File: config.mk
export PLATFORM = sky130hd
export DESIGN_NAME = vb_engine
export DESIGN_NICKNAME = d
export VERILOG_FILES = /design/src/rtl/vb_pkg.sv /design/src/rtl/vb_codec.sv /design/src/rtl/vb_alu.sv /design/src/rtl/vb_guard.sv /design/src/rtl/vb_engine.sv
export SDC_FILE = /design/constraint.sdc
export NUM_CORES = 1
export LEC_CHECK = 0
export ABC_AREA = 1
export BUFFER_PORTS_ARGS = -buffer_cell sky130_fd_sc_hd__buf_2
export CORE_ASPECT_RATIO = 1.1
export CORE_MARGIN = 5
export CORE_UTILIZATION = 45
export DETAILED_ROUTE_END_ITERATION = 12
export PLACE_DENSITY = 0.76
export SKIP_LAST_GASP = 1
export SYNTH_ARGS = -nofsm -noshare
export SYNTH_HDL_FRONTEND = slang
export SYNTH_SLANG_ARGS = --single-unit
File: constraint.sdc
create_clock -name clk -period 3.7 [get_ports clk]
set_input_delay 0.185 -clock clk [delete_from_list [all_inputs] [get_ports clk]]
set_output_delay 0.185 -clock clk [all_outputs]
set_load 0.005 [all_outputs]
File: src/rtl/vb_pkg.sv
package vb_pkg;
   localparam int VAL_W   = 32;
   localparam int BYTE_W  = 8;
   localparam int BLK_W   = 128;
   localparam int VAL_BYTES = VAL_W / BYTE_W;

   typedef enum logic [1:0] {
      OP_INC     = 2'd0,
      OP_DEC     = 2'd1,
      OP_RESTORE = 2'd2,
      OP_XFER    = 2'd3
   } vb_op_e;

   typedef enum logic [1:0] {
      ST_OK     = 2'd0,
      ST_FORMAT = 2'd1,
      ST_RANGE  = 2'd2,
      ST_PROT   = 2'd3
   } vb_status_e;

   typedef enum logic [2:0] {
      S_IDLE, S_RD, S_CHK, S_WR, S_DONE
   } vb_state_e;

   // packed MSB first: value sits in bits [31:0]
   typedef struct packed {
      logic [BYTE_W-1:0] adr_n2;
      logic [BYTE_W-1:0] adr2;
      logic [BYTE_W-1:0] adr_n;
      logic [BYTE_W-1:0] adr;
      logic [VAL_W-1:0]  val2;
      logic [VAL_W-1:0]  val_n;
      logic [VAL_W-1:0]  val;
   } vb_block_t;
endpackage

File: src/rtl/vb_codec.sv
module vb_codec import vb_pkg::*; #(
   parameter int ADDR_W = 6
) (
   input  logic [BLK_W-1:0]  rd_blk,
   output logic [VAL_W-1:0]  rd_val,
   output logic              rd_ok,
   input  logic [VAL_W-1:0]  wr_val,
   input  logic [ADDR_W-1:0] wr_addr,
   output logic [BLK_W-1:0]  wr_blk
);
   vb_block_t rb, wb;
   logic [VAL_BYTES-1:0] lane_ok;
   logic                 adr_ok;

   assign rb = vb_block_t'(rd_blk);

   for (genvar i = 0; i < VAL_BYTES; i++) begin : g_lane
      logic [BYTE_W-1:0] v, vn, v2;
      assign v  = rb.val[i*BYTE_W +: BYTE_W];
      assign vn = rb.val_n[i*BYTE_W +: BYTE_W];
      assign v2 = rb.val2[i*BYTE_W +: BYTE_W];
      assign lane_ok[i] = (v == v2) && ((v ^ vn) == {BYTE_W{1'b1}});
   end

   assign adr_ok = ((rb.adr ^ rb.adr_n)  == {BYTE_W{1'b1}}) &&
                   (rb.adr == rb.adr2) &&
                   ((rb.adr ^ rb.adr_n2) == {BYTE_W{1'b1}});
   assign rd_ok  = (&lane_ok) && adr_ok;
   assign rd_val = rb.val;

   always_comb begin
      wb.val    = wr_val;
      wb.val_n  = ~wr_val;
      wb.val2   = wr_val;
      wb.adr    = BYTE_W'(wr_addr);
      wb.adr_n  = ~BYTE_W'(wr_addr);
      wb.adr2   = BYTE_W'(wr_addr);
      wb.adr_n2 = ~BYTE_W'(wr_addr);
   end
   assign wr_blk = BLK_W'(wb);
endmodule

File: src/rtl/vb_alu.sv
module vb_alu import vb_pkg::*; (
   input  logic [VAL_W-1:0] a,
   input  logic [VAL_W-1:0] b,
   input  logic             sub,
   output logic [VAL_W-1:0] y,
   output logic             ovf
);
   logic [VAL_W-1:0] bb;
   assign bb  = sub ? ~b : b;
   assign y   = a + bb + VAL_W'(sub);
   assign ovf = (a[VAL_W-1] == bb[VAL_W-1]) && (y[VAL_W-1] != a[VAL_W-1]);
endmodule

File: src/rtl/vb_guard.sv
module vb_guard #(
   parameter int ADDR_W        = 6,
   parameter int SECTOR_BLOCKS = 4
) (
   input  logic [ADDR_W-1:0] addr,
   output logic              locked
);
   localparam int SEC_LG = $clog2(SECTOR_BLOCKS);

   if (SECTOR_BLOCKS < 2 || (1 << SEC_LG) != SECTOR_BLOCKS || SEC_LG > ADDR_W) begin : g_bad_sector
      $error("vb_guard: SECTOR_BLOCKS must be a power of two between 2 and 2**ADDR_W");
   end

   assign locked = (addr == '0) || (addr[SEC_LG-1:0] == {SEC_LG{1'b1}});
endmodule

File: src/rtl/vb_engine.sv
module vb_engine import vb_pkg::*; #(
   parameter int ADDR_W        = 6,
   parameter int SECTOR_BLOCKS = 4
) (
   input  logic              clk,
   input  logic              rst_n,
   input  logic              cmd_valid,
   output logic              cmd_ready,
   input  logic [1:0]        cmd_op,
   input  logic [ADDR_W-1:0] cmd_blk,
   input  logic [ADDR_W-1:0] cmd_xfer,
   input  logic [31:0]       cmd_operand,
   output logic              done,
   output logic [1:0]        status,
   output logic [31:0]       acc_value,
   output logic              mem_en,
   output logic              mem_we,
   output logic [ADDR_W-1:0] mem_addr,
   output logic [127:0]      mem_wdata,
   input  logic [127:0]      mem_rdata
);
   if (ADDR_W < 2 || ADDR_W > BYTE_W) begin : g_bad_addr
      $error("vb_engine: ADDR_W must fit the 8-bit address field");
   end

   vb_state_e         state_q;
   vb_op_e            op_q;
   logic [ADDR_W-1:0] blk_q, xfer_q, wr_addr_q;
   logic [VAL_W-1:0]  opnd_q, acc_q;
   vb_status_e        st_q;

   vb_op_e            op_in;
   logic [ADDR_W-1:0] target;
   logic              target_locked, accept;
   logic [VAL_W-1:0]  rd_val, alu_y;
   logic              rd_ok, alu_ovf;

   assign op_in  = vb_op_e'(cmd_op);
   assign target = (op_in == OP_XFER) ? cmd_blk : cmd_xfer;
   assign accept = cmd_valid && (state_q == S_IDLE);

   vb_guard #(.ADDR_W(ADDR_W), .SECTOR_BLOCKS(SECTOR_BLOCKS)) u_guard (
      .addr(target), .locked(target_locked));

   vb_codec #(.ADDR_W(ADDR_W)) u_codec (
      .rd_blk(mem_rdata), .rd_val(rd_val), .rd_ok(rd_ok),
      .wr_val(acc_q), .wr_addr(wr_addr_q), .wr_blk(mem_wdata));

   vb_alu u_alu (
      .a(rd_val), .b(opnd_q), .sub(op_q == OP_DEC), .y(alu_y), .ovf(alu_ovf));

   always_ff @(posedge clk) begin
      if (!rst_n) begin
         state_q   <= S_IDLE;
         op_q      <= OP_INC;
         blk_q     <= '0;
         xfer_q    <= '0;
         wr_addr_q <= '0;
         opnd_q    <= '0;
         acc_q     <= '0;
         st_q      <= ST_OK;
      end else begin
         case (state_q)
            S_IDLE: if (accept) begin
               op_q   <= op_in;
               blk_q  <= cmd_blk;
               xfer_q <= cmd_xfer;
               opnd_q <= cmd_operand;
               if (op_in != OP_RESTORE && target_locked) begin
                  st_q    <= ST_PROT;
                  state_q <= S_DONE;
               end else if (op_in == OP_XFER) begin
                  wr_addr_q <= cmd_blk;
                  st_q      <= ST_OK;
                  state_q   <= S_WR;
               end else begin
                  state_q <= S_RD;
               end
            end
            S_RD: state_q <= S_CHK;
            S_CHK: begin
               if (!rd_ok) begin
                  st_q    <= ST_FORMAT;
                  state_q <= S_DONE;
               end else if (op_q == OP_RESTORE) begin
                  acc_q   <= rd_val;
                  st_q    <= ST_OK;
                  state_q <= S_DONE;
               end else if (alu_ovf) begin
                  st_q    <= ST_RANGE;
                  state_q <= S_DONE;
               end else begin
                  acc_q     <= alu_y;
                  wr_addr_q <= xfer_q;
                  st_q      <= ST_OK;
                  state_q   <= S_WR;
               end
            end
            S_WR:   state_q <= S_DONE;
            S_DONE: state_q <= S_IDLE;
            default: state_q <= S_IDLE;
         endcase
      end
   end

   assign cmd_ready = (state_q == S_IDLE);
   assign done      = (state_q == S_DONE);
   assign status    = st_q;
   assign acc_value = acc_q;
   assign mem_en    = (state_q == S_RD) || (state_q == S_WR);
   assign mem_we    = (state_q == S_WR);
   assign mem_addr  = (state_q == S_WR) ? wr_addr_q : blk_q;
endmodule

# Word-level counts from Yosys, hierarchy flattened
# Cells that the tools add are included.
# totals
out_inout_bits	172
ff_bits	89
in_bits	177
word_cells	95
# op_classes
bitwise	9
n_reduce_logical	20
n_addsub	2
n_eq_ne	30
n_mux	26
# ops
cell	n
$mux 32	3
$not 32->32	2
$eq 8x8->1 const B	6
$mux 6	8
$xor 8x8->8	6
$eq 8x8->1	5
$add 32x1->32	1
$add 32x32->32	1
$mux 3	5
$mux 2	7
$pmux 3 s4	1
$pmux 6 s2	1
$logic_and 1x1->1	10
$ne 2x2->1 const B	5
$not 6->8	1
$reduce_and 7->1	1
$eq 2x2->1 const B	3
$eq 3x2->1 const B	2
$logic_not 6->1	1
$ne 2x1->1 const B	3
$reduce_and 3->1	2
$pmux 2 s2	1
$reduce_and 4->1	1
$eq 3x1->1 const B	1
9 further kinds	10

# Longest topological paths before layout
# logic_depth
word_depth	10
depth_mapped	21
ltp_nobuf	20

# Hierarchy
# Synthesis repeated with hierarchy kept, for this count alone.
# hier_totals
hier_cells	1591
area_unflattened_um2	9103.7
# by_module_without_submodules
mod	seq_area_each_um2	cells_per_inst	area_each_um2	instances
vb_engine	1781.7	606	4027.6	1
vb_codec	0.0	520	2577.5	1
vb_alu	0.0	459	2474.9	1
vb_guard	0.0	6	23.8	1

# Worst setup path before layout
# OpenSTA, ideal clock, no wires.
# synth_path
path_type	reg2reg
start	reg op_q[1]
end	reg acc_q[8] (netlist: acc_value[8])
setup_ps	113
arrival_time_ps	2795
slack_ps	792
path_buffers	2
required_time_ps	3587
path_stages_with_launch	22
period_less_slack_ps	2908
cell_sequence	dfxtp_1 inv_2 nand2_4 clkbuf_1 xor2_1 inv_1 ha_1 nand2_1 inv_1 nand3_1 nand2_1 nand2_1 nand3_2 nand3_2 nand2_2 a21oi_2 nand3_4 nand2_8 inv_6 buf_12 nor2_1 nor2_1
# synth_via
elab_chain_cells	8
elab_cells_between_ends	12
cone_classes	add/sub: 2; eq/ne: 5; mux: 3; reduce/logical: 2
# synth_lines
element	line	source
start: declaration	vb_engine.sv:27	vb_op_e op_q;
start signal: assignment	vb_engine.sv:65	op_q <= op_in;
$eq 2x1->1	vb_engine.sv:50	.a(rd_val), .b(opnd_q), .sub(op_q == OP_DEC), .y(alu_y), .ovf(alu_ovf));
$mux 32	vb_alu.sv:9	assign bb = sub ? ~b : b;
$add 32x32->32	vb_alu.sv:10	assign y = a + bb + VAL_W'(sub);
$add 32x1->32	vb_alu.sv:10	
$ne 1x1->1	vb_alu.sv:11	assign ovf = (a[VAL_W-1] == bb[VAL_W-1]) && (y[VAL_W-1] != a[VAL_W-1]);
$logic_and 1x1->1	vb_alu.sv:11	
$ne 2x1->1 (no source line)	n/a	
$reduce_and 3->1 (no source line)	n/a	
end signal: assignment	vb_engine.sv:86	acc_q <= rd_val;
end signal: assignment	vb_engine.sv:93	acc_q <= alu_y;
end: declaration	vb_engine.sv:29	logic [VAL_W-1:0] opnd_q, acc_q;
# Parallel ways exist; a longest one is shown, timed or not. The select of a mux whose other input is x is not followed.
# A chain may end at the register's enable or synchronous reset.

# Final worst setup path
# layout_path
start	reg op_q[0]
end	reg acc_q[31] (netlist: acc_value[31])
# Same word-level chain as after synthesis.

==> reports/metrics.yaml <==
clock_network:
  post_cts_buffers: 0
  cts_tree: "yes"
  cts_resized: 0
  cts_htree_levels: 3
  cts_buffers: 9
  cts-root-buf: "clkbuf_16"
  insertion_delay_ps: 360
  cts_buffer_depth: 2
  clkSinkCount: 89
  cts.clk_slew.worst_paths_ps: 70
  hold_buffers: 0
die:
  io_pins: 349
  dieArea_um2: 21600
  row_count: 52
  start_util_pct: 45.8
  die_h_um: 154
  die_w_um: 141
  coreArea_um2: 18500
final_layout:
  layout-drive-gt1-share_pct: 26.0
  regArea_um2: 1780
  syn2layout_area_growth_pct: 18.6
  multiInputGateArea_um2: 5020
  nNetsFinal: 1860
  layout_common_cells: "nand2_1 (345), buf_2 (340), inv_1 (209)"
  layout_commonest_cell: "nand2_1"
  fill_cells: 1991
critical_path:
  timing.rr.end: "acc_value[31]"
  crit_chain: "nand2_4 -> buf_4 -> xor2_1 -> ha_1 -> a21oi_1 -> nand2_1 -> a21oi_4 -> nand3_2 -> nand3_2 -> nand2_2 -> a21oi_2 -> nand3_4 -> nand2_8 -> inv_6 -> nand2_1 -> nand2_1 -> nor2_1"
  crit_path_start: "op_q[0]"
  critPathMaxFanout: 36
  crit_type: "reg2reg"
  rrSetupSlack_ps: 360
  critPathMaxStageDelay_ps: 410
  crit_path_start_kind: "register"
  r2r_cells: 17
  cpMostUsedCell: "nand2_1"
  cpMaxStageDelayCell: "dfxtp_1"
  r2r_start: "op_q[0]"
  crit_required_ps: 3990
  cp.arrival_ps: 3630
  end_kind: "register"
power:
  total_power_uw: 4060
  leakage_uw: 0.00546
  p_per_area_nw_per_um2: 405
  p_sw_uw: 1760
  pwr-share-comb_pct: 48.9
  p_int_uw: 2300
  ir_drop_mv: 0.310
  p_clk_share_pct: 24.3
  sw_frac_of_total_pct: 43.4
  power_frac_seq_pct: 26.8
global_route:
  grt_max_degree: 78
  grt_usage_pct: 26.7
  overflow: 0
  antenna_found_initial: 1
  grt_pass1_vias: 8819
  grt_pass1_wl_um: 46000
route:
  wl_met3_um: 2120
  drt-met1-wl_um: 12300
  drc: 0
  finalWirelength_um: 29900
  wl_met2_um: 14400
  wire_per_inst_um: 15.7
  top_layer_used: "met4"
  drt_iter0_markers: 531
  via_count: 9340
  drtPass1Iterations: 6
  vias_per_cell: 4.91
  ant_nets: 0
worst_hold_path:
  hold_class: "in2reg"
  min-delay-start: "cmd_operand[28]"
  holdPathEnd: "opnd_q[28]"
  hold_path_depth: 3
synth:
  yosys.area.top_type: "dfxtp_1"
  avgSynthCellArea_um2: 6.01
  syn_inst: 1408
  ys_seq_area_share_pct: 21.1
  synth_area_um2: 8460
  yosys_register_bits: 89
  synth_warnings: 0
  async_flop_share_pct: 0
  synth-main-ff-cell: "dfxtp_1"
  yosys.cell_types.count: 48
  synth_top_area_share_pct: 21.1
  synth-edff-count: 0
  synth_area_leaders: "dfxtp_1 (21%), nand2_1 (15%), inv_1 (9.3%)"
sta:
  min_period_ps: 3340
  worstMarginPinSlew_ps: 1170
  finalSetupTns_ps: 0
  fin_skew_ps: 14.7
  setup_violations: 0
  slew_viol_final: 0
  fmax_mhz: 299
  maxSlewHeadroom_pct: 21.8
  fin_crit_sh_pct: 90.3
  finalHoldViolCount: 0
  rsz0062_at_grt: "no"
run_status:
  status: "finished clean"
placement:
  gp_congestion: 0.954
  port_buffers: 340
  hpwl_um: 25300
flow_run:
  cap_violations: 0
==> cell usage after synthesis (28+ instances only) <==
| library cell | n |
|---|---|
| nand2_1 | 346 |
| o21ai_1 | 28 |
| inv_1 | 209 |
| dfxtp_1 | 89 |
| nand3_1 | 48 |
| clkbuf_1 | 30 |
| xor2_1 | 49 |
| o21ai_0 | 103 |
| nor2_1 | 157 |
| ha_1 | 31 |
| a21oi_1 | 96 |
| buf_4 | 84 |
==> registers in the layout, indices dropped and copies added, names as in the netlist <==
register	flops
acc_value	32
blk_q	6
op_q	2
opnd_q	32
state_q	3
status	2
wr_addr_q	6
xfer_q	6
==> kinds of logic after synthesis <==
| kind of cell | count (synthesis) | share of synthesized area (%) |
|---|---|---|
| xor gates and xnor gates | 68 | 7.04 |
| DFF | 89 | 21.1 |
| adders and majority gates | 32 | 4.82 |
| other | 2 | 0.0888 |
| buffers and inverters | 345 | 19.9 |
| and+or+nand+nor | 615 | 30.8 |
| AOI/OAI and AO/OA | 257 | 16.4 |
==> worst max-delay path by stage <==
stage	to	slack (ps)	depth (start not counted)
finish	acc_value[31]	360	17
global route	acc_value[31]	70	17
detailed placement	acc_value[31]	370	17
CTS	acc_value[31]	370	17
global placement	acc_value[31]	490	17
floorplan	acc_value[8]	790	21
==> power groups by stage <==
stage / clock network (µW) / logic, µW / registers [µW]
floorplan: 0 / 1370 / 1110
global placement: 0 / 1940 / 1110
detailed placement: 0 / 1960 / 1110
CTS: 1010 / 1960 / 1090
global route: 1050 / 2230 / 1100
finish: 986 / 1990 / 1090
==> worst max-delay path, delay by kind of cell (launching register included) <==
family          cells  cell delay (ps)
simple gates       10             1330
xor+xnor            1              150
flops               1              410
compound gates      3              610
fa+ha+maj           1              330
buf+inv             2              430
==> routing by layer <==
layer	GRT usage, %	vias up
met5	0	-
met4	11.0	0
met3	3.98	51
met2	46.4	315
met1	32.9	4187
li1	-	4787
==> through the flow <==
stage	std cells	setup slack, ps	instance area (µm²)	util [%]	hold slack [ps]
global placement	1883	489	9710	52.5	442
CTS	1899	366	10000	54.3	97.0
global route	1900	68.0	10000	54.3	121
finish	1901	358	10000	54.3	109
floorplan	1414	792	8480	-	349
detailed placement	1883	374	9710	52.5	444
==> area by class of cell <==
type | instances | share of cell area, %
Sequential cell | 89 | 17.8
Antenna cell | 2 | 0.0499
Clock buffer | 9 | 2.24
Tap cell | 243 | 3.03
Clock inverter | 7 | 0.923
Inverter | 224 | 8.43
Multi-Input combinational cell | 980 | 50.1
Timing Repair Buffer | 347 | 17.5
Power figures use the tool's default switching activity.
